--- src/rtl/lrp_pkg.sv ---
// Package: shared types for the partially reset pipeline.
// Assumes: nothing beyond being compiled before its users.
package lrp_pkg;

    // Controller states; ST_START is the state reset forces.
    typedef enum logic [1:0] {
        ST_START = 2'd0,
        ST_LOAD  = 2'd1,
        ST_RUN   = 2'd2
    } lrp_state_e;

endpackage

--- src/rtl/lrp_ctrl.sv ---
// Module: lrp_ctrl
// Sequences start -> load -> run. Holds the session offset, which is
// loaded once per session in the load state. Decides which input beats
// enter the pipeline.
// Assumes: synchronous active-low reset. Reset and a low enable share the
// start-state condition. The start state clears the offset.
module lrp_ctrl
    import lrp_pkg::*;
#(
    parameter int DW = 8
) (
    input  logic          clk,
    input  logic          rst_n,
    input  logic          en,
    input  logic          in_valid,
    input  logic [DW-1:0] in_data,
    output lrp_state_e    state,
    output logic [DW-1:0] bias,
    output logic          accept
);

    logic go_start;

    // Reset folded into the start condition together with disable.
    assign go_start = !rst_n || !en;

    // State register: feedback, so always reset.
    always_ff @(posedge clk) begin
        if (go_start) begin
            state <= ST_START;
        end else begin
            case (state)
                ST_START: state <= ST_LOAD;
                ST_LOAD:  if (in_valid) state <= ST_RUN;
                ST_RUN:   state <= ST_RUN;
                default:  state <= ST_START;
            endcase
        end
    end

    // Offset hold register: conditionally loaded, so reset and cleared at start.
    always_ff @(posedge clk) begin
        if (!rst_n || state == ST_START) begin
            bias <= '0;
        end else if (state == ST_LOAD && en && in_valid) begin
            bias <= in_data;
        end
    end

    // Beats enter the datapath only while running and enabled.
    assign accept = en && in_valid && (state == ST_RUN);

endmodule

--- src/rtl/lrp_stage.sv ---
// Module: lrp_stage
// One pipeline stage: the data register adds STEP to its input on every
// edge, and the valid flag follows its input.
// Assumes: the valid flag is always reset. The data register is reset only
// when RST_DATA is set (output stage); otherwise the flow of input flushes it.
module lrp_stage #(
    parameter int DW       = 8,
    parameter int STEP     = 0,
    parameter bit RST_DATA = 1'b0
) (
    input  logic          clk,
    input  logic          rst_n,
    input  logic          vld_i,
    input  logic [DW-1:0] dat_i,
    output logic          vld_o,
    output logic [DW-1:0] dat_o
);

    localparam logic [DW-1:0] STEP_W = DW'(STEP);

    // Valid flag: reset in every stage.
    always_ff @(posedge clk) begin
        if (!rst_n) vld_o <= 1'b0;
        else        vld_o <= vld_i;
    end

    if (RST_DATA) begin : g_rst_data
        // Output-stage data: reset so outputs are known during reset.
        always_ff @(posedge clk) begin
            if (!rst_n) dat_o <= '0;
            else        dat_o <= dat_i + STEP_W;
        end
    end else begin : g_free_data
        // Middle-stage data: no reset, loads on every edge.
        always_ff @(posedge clk) begin
            dat_o <= dat_i + STEP_W;
        end
    end

endmodule

--- src/rtl/lean_rst_pipe.sv ---
// Module: lean_rst_pipe (top)
// A controller feeds a STAGES-deep datapath. The head stage adds the
// session offset, and each later stage adds one.
// Assumes: STAGES >= 2. rst_n is held low for at least STAGES edges with
// in_data defined, so the unreset data stages are flushed by release.
module lean_rst_pipe
    import lrp_pkg::*;
#(
    parameter int DW     = 8,
    parameter int STAGES = 4
) (
    input  logic          clk,
    input  logic          rst_n,
    input  logic          en,
    input  logic          in_valid,
    input  logic [DW-1:0] in_data,
    output logic          out_valid,
    output logic [DW-1:0] out_data
);

    localparam int LAST = STAGES - 1;

    lrp_state_e    ctrl_state;
    logic [DW-1:0] bias_q;
    logic          accept;

    logic [STAGES-1:0] stg_v;
    logic [DW-1:0]     stg_d [STAGES];

    lrp_ctrl #(.DW(DW)) u_ctrl (
        .clk      (clk),
        .rst_n    (rst_n),
        .en       (en),
        .in_valid (in_valid),
        .in_data  (in_data),
        .state    (ctrl_state),
        .bias     (bias_q),
        .accept   (accept)
    );

    for (genvar i = 0; i < STAGES; i++) begin : g_stage
        logic          vin;
        logic [DW-1:0] din;

        if (i == 0) begin : g_head
            // Head stage takes accepted beats plus the session offset.
            assign vin = accept;
            assign din = in_data + bias_q;
        end else begin : g_body
            // Later stages chain from their predecessor.
            assign vin = stg_v[i-1];
            assign din = stg_d[i-1];
        end

        lrp_stage #(
            .DW       (DW),
            .STEP     ((i == 0) ? 0 : 1),
            .RST_DATA (i == LAST)
        ) u_stage (
            .clk   (clk),
            .rst_n (rst_n),
            .vld_i (vin),
            .dat_i (din),
            .vld_o (stg_v[i]),
            .dat_o (stg_d[i])
        );
    end

    assign out_valid = stg_v[LAST];
    assign out_data  = stg_d[LAST];

endmodule

--- config.mk ---
export PLATFORM = sky130hd
export DESIGN_NAME = lean_rst_pipe
export DESIGN_NICKNAME = d
export VERILOG_FILES = /design/src/rtl/lrp_pkg.sv /design/src/rtl/lrp_ctrl.sv /design/src/rtl/lrp_stage.sv /design/src/rtl/lean_rst_pipe.sv
export SDC_FILE = /design/constraint.sdc
export NUM_CORES = 1
export LEC_CHECK = 0
export ABC_AREA = 0
export BUFFER_PORTS_ARGS = -buffer_cell sky130_fd_sc_hd__buf_4
export CAP_MARGIN = 40
export CORE_ASPECT_RATIO = 1.4
export CORE_UTILIZATION = 56
export CTS_CLUSTER_DIAMETER = 150
export DETAILED_ROUTE_END_ITERATION = 16
export PLACE_DENSITY = 0.77
export SYNTH_ARGS = -nofsm -noshare
export SYNTH_HDL_FRONTEND = slang
export SYNTH_SLANG_ARGS = --single-unit
--- constraint.sdc ---
create_clock -name clk -period 2 [get_ports clk]
set_clock_uncertainty 0.2 [all_clocks]
set_input_delay 0.1 -clock clk [delete_from_list [all_inputs] [get_ports clk]]
set_output_delay 0.1 -clock clk [all_outputs]
set_load 0.02 [all_outputs]
==> flow_summary.yaml <==
run_status:
  status: "complete, no violations"
timing:
  final_hold_viol_count: 0
  slew_headroom: 0.634
  final.period_utilization: 0.960
  rsz_0062_raised_after_global_routing: "no"
  post_route_setup_tns_ns: 0
  timing.fmax_ghz: 0.521
  slew_violations: 0
  slew_at_the_pin_with_the_worst_max_slew_slack_ns: 0.548
  setup_violations: 0
  final_period_minus_worst_setup_slack_ns: 1.92
synth:
  synth-seq-cells: 46
  yosys.cell_types.count: 35
  mappedNetlistNets: 203
  synth_simple_gate_area_share: 0.148
  sequential_cell_area_fraction_in_the_yosys_report: 0.501
  synth_area_sq_mm: 0.00184
  adder_cell_area_share_of_the_yosys_netlist: 0.0993
  synth-xor-area-share: 0.0905
  synthesis.instances: 177
  area_fraction_in_compound_gates_after_synthesis: 0.0850
  yosys_warnings: 0
  netlist_top_cells_area: "sky130_fd_sc_hd__dfxtp_1 (50%), sky130_fd_sc_hd__ha_1 (8.8%), sky130_fd_sc_hd__mux2i_1 (5.4%)"
  syn-mean-instance-area_sq_um: 10.4
  synth_top_cell_area_share: 0.501
  post_synthesis_cell_type_with_the_largest_combined_area: "sky130_fd_sc_hd__dfxtp_1"
  post_synth_mux_area_share: 0.0544
  largest_family_of_logic_cells_by_synthesized_area: "simple AND/OR/NAND/NOR gates"
global_route:
  grt_antenna_before_repair: 0
  grt_pass1_wl_microns: 5120
  grt_overflow_total: 0
  maximum_number_of_pins_on_one_net_before_global_route_repair: 14
  number_of_global_route_vias_before_repair: 1283
  global_route.usage.total: 0.198
die:
  core_area_sq_mm: 0.00312
  die_area_sq_mm: 0.00352
  ioPinCount: 21
  die-width_microns: 50.4
  rows: 24
  die_height_microns: 69.8
  start_util: 0.589
routing:
  postRouteWirelength_microns: 3170
  detail_route.first_pass.iterations: 4
  ant_nets: 0
  viasPerCell: 5.27
  total_via_count_in_the_routed_design: 1344
  first_iter_violations: 16
  drc: 0
  wl_per_cell_microns: 12.4
clock_tree:
  ctsRootBufferMaster: "sky130_fd_sc_hd__clkbuf_8"
  number_of_cts_inserted_buffers: 5
  cts.sink_count: 46
  cts-htree-levels: 2
  worst_setup_hold_path_clk_slew_ns: 0.08
  cts_tree: "built"
  maximum_buffer_depth_of_the_clock_tree: 2
  cts_setup_buffers: 0
  clock_insertion_delay_worst_skew_ns: 0.29
worst_hold_path:
  min_path_type: "reg2reg"
place:
  detailedPlacementHpwl_microns: 2380
  numPortBuffers: 20
  place_congestion: 0.785
  postPlaceCellArea_sq_mm: 0.00203
worst_setup_path:
  path_max_fanout: 3
  critPathKind: "in2reg"
  worstPathRequired_ns: 1.96
  setup.worst_path.start_class: "primary input"
  worst_ep_arrival_time_ns: 1.88
  worst_setup_path_end_kind: "flip-flop"
cells_and_area:
  drive_gt1_frac: 0.130
  finish.net_count: 241
  n_antenna_cell: 0
  fillers: 255
  flip_flop_and_latch_area_sq_um: 921
  stdcell_area_sq_mm: 0.00226
  final_core_util: 0.724
  multi_input_comb_area_sq_um: 877
  area_delta_synth_final_pct: 22.9
power_and_ir_drop:
  power.ir.vdd_worst_v: 0.000611
  p_per_area_mw_per_mm2: 847
  power.leakage_uw: 0.00103
flow_run:
  max-cap-violations: 0
==> critical path: stages <==
cell                            delay, ns
sky130_fd_sc_hd__dlygate4sd3_1       0.53
sky130_fd_sc_hd__buf_4               0.11
sky130_fd_sc_hd__ha_1                0.19
sky130_fd_sc_hd__inv_1               0.07
sky130_fd_sc_hd__fa_1                0.40
sky130_fd_sc_hd__nor2b_1             0.20
sky130_fd_sc_hd__o31a_1              0.17
sky130_fd_sc_hd__o311ai_1            0.11
==> timing repair <==
item / CTS / global route
endpoints found under the hold margin: 23 / 0
gates resized for setup: 0 / 1
setup endpoints to repair: 0 / 1
hold buffers: 12 / 0
==> kinds of logic (layout without fill, tap and decap cells) <==
logic type / count (synthesis) / in the layout
fa+ha+maj: 14 / 14
compound gates: 24 / 24
simple gates: 53 / 53
xor+xnor: 19 / 19
mux: 10 / 10
flops: 46 / 46
buf+inv: 11 / 50
==> cells in the mapped netlist <==
cell	count
sky130_fd_sc_hd__a211oi_1	1
sky130_fd_sc_hd__a21o_1	1
sky130_fd_sc_hd__a21oi_1	8
sky130_fd_sc_hd__a221oi_1	1
sky130_fd_sc_hd__and2_1	5
sky130_fd_sc_hd__and3_1	3
sky130_fd_sc_hd__and4_1	1
sky130_fd_sc_hd__buf_1	1
sky130_fd_sc_hd__dfxtp_1	46
sky130_fd_sc_hd__fa_1	1
sky130_fd_sc_hd__ha_1	13
sky130_fd_sc_hd__inv_1	10
sky130_fd_sc_hd__mux2i_1	10
sky130_fd_sc_hd__nand2_1	8
sky130_fd_sc_hd__nand2b_1	3
sky130_fd_sc_hd__nand3_1	7
sky130_fd_sc_hd__nand3_2	1
sky130_fd_sc_hd__nand4_1	2
sky130_fd_sc_hd__nor2_1	16
sky130_fd_sc_hd__nor2b_1	2
sky130_fd_sc_hd__nor3_1	1
sky130_fd_sc_hd__nor3b_1	1
sky130_fd_sc_hd__o211ai_1	3
sky130_fd_sc_hd__o21a_1	1
sky130_fd_sc_hd__o21ai_0	4
sky130_fd_sc_hd__o2bb2ai_1	1
sky130_fd_sc_hd__o311ai_0	1
sky130_fd_sc_hd__o311ai_1	1
sky130_fd_sc_hd__o31a_1	1
sky130_fd_sc_hd__o31ai_1	1
sky130_fd_sc_hd__or3_1	1
sky130_fd_sc_hd__or3_2	1
sky130_fd_sc_hd__or4_1	1
sky130_fd_sc_hd__xnor2_1	11
sky130_fd_sc_hd__xor2_1	8
==> flip-flops by register name, summed over array words and instances, names as in the netlist <==
name and count:
g_stage.u_stage.dat_o 32, g_stage.u_stage.vld_o 4, u_ctrl.bias 8, u_ctrl.state 2
==> final timing paths <==
check / startpoint / endpoint / slack, ns / depth (start not counted)
worst max-delay path: in_data[0] / g_stage[0].u_stage.dat_o[6] / 0.08 / 8
worst min-delay path: g_stage[1].u_stage.dat_o[0] / g_stage[2].u_stage.dat_o[0] / 0.23 / 1
worst max register to register: u_ctrl.bias[0] / g_stage[0].u_stage.dat_o[6] / 0.18 / 6
worst min register to register: g_stage[1].u_stage.dat_o[0] / g_stage[2].u_stage.dat_o[0] / 0.23 / 1
==> cell type report <==
cell class | count | share of cell area
repair buffers | 32 | 0.120
clock buffers | 7 | 0.0338
clock inverters | 1 | 0.0133
multi-input cells | 120 | 0.388
flip-flops and latches | 46 | 0.407
well taps | 39 | 0.0216
inverters | 10 | 0.0166
==> cell usage in the layout (no fill, tap or decap), types with 5 or more instances in the layout <==
cell type,synthesis,routed
sky130_fd_sc_hd__dfxtp_1,46,46
sky130_fd_sc_hd__buf_4,0,20
sky130_fd_sc_hd__nor2_1,16,16
sky130_fd_sc_hd__ha_1,13,13
sky130_fd_sc_hd__dlygate4sd3_1,0,12
sky130_fd_sc_hd__xnor2_1,11,11
sky130_fd_sc_hd__inv_1,10,10
sky130_fd_sc_hd__mux2i_1,10,10
sky130_fd_sc_hd__nand2_1,8,8
sky130_fd_sc_hd__a21oi_1,8,8
sky130_fd_sc_hd__xor2_1,8,8
sky130_fd_sc_hd__nand3_1,7,7
sky130_fd_sc_hd__and2_1,5,5
sky130_fd_sc_hd__clkbuf_8,0,5
==> where the power goes <==
| part | leakage, uW | total [uW] | switching, uW | internal (uW) |
|---|---|---|---|---|
| clock network | 0.0000524 | 659 | 285 | 374 |
| logic | 0.000592 | 225 | 109 | 116 |
| registers | 0.000382 | 1030 | 47.0 | 983 |
| total | 0.00103 | 1910 | 442 | 1470 |
==> metal layers <==
layer  vias up  GRT usage  wire length (microns)
met5         -          0                      0
met4         0      0.108                     87
met3        10     0.0658                    111
met2        27      0.394                   1850
met1       626      0.155                   1130
li1        681          -                      -
==> through the flow <==
stage / total power [uW] / hold WS [ns] / cells / worst slack [ns]
after floorplan: 1180 / 0.0138 / 177 / 0.352
after global placement: 1250 / 0.133 / 235 / 0.295
after detailed placement: 1260 / 0.135 / 235 / 0.215
after CTS: 1940 / 0.229 / 255 / 0.114
after global routing: 2000 / 0.236 / 255 / 0.0250
final: 1910 / 0.229 / 255 / 0.0810
(Power assumes the default switching activity.)
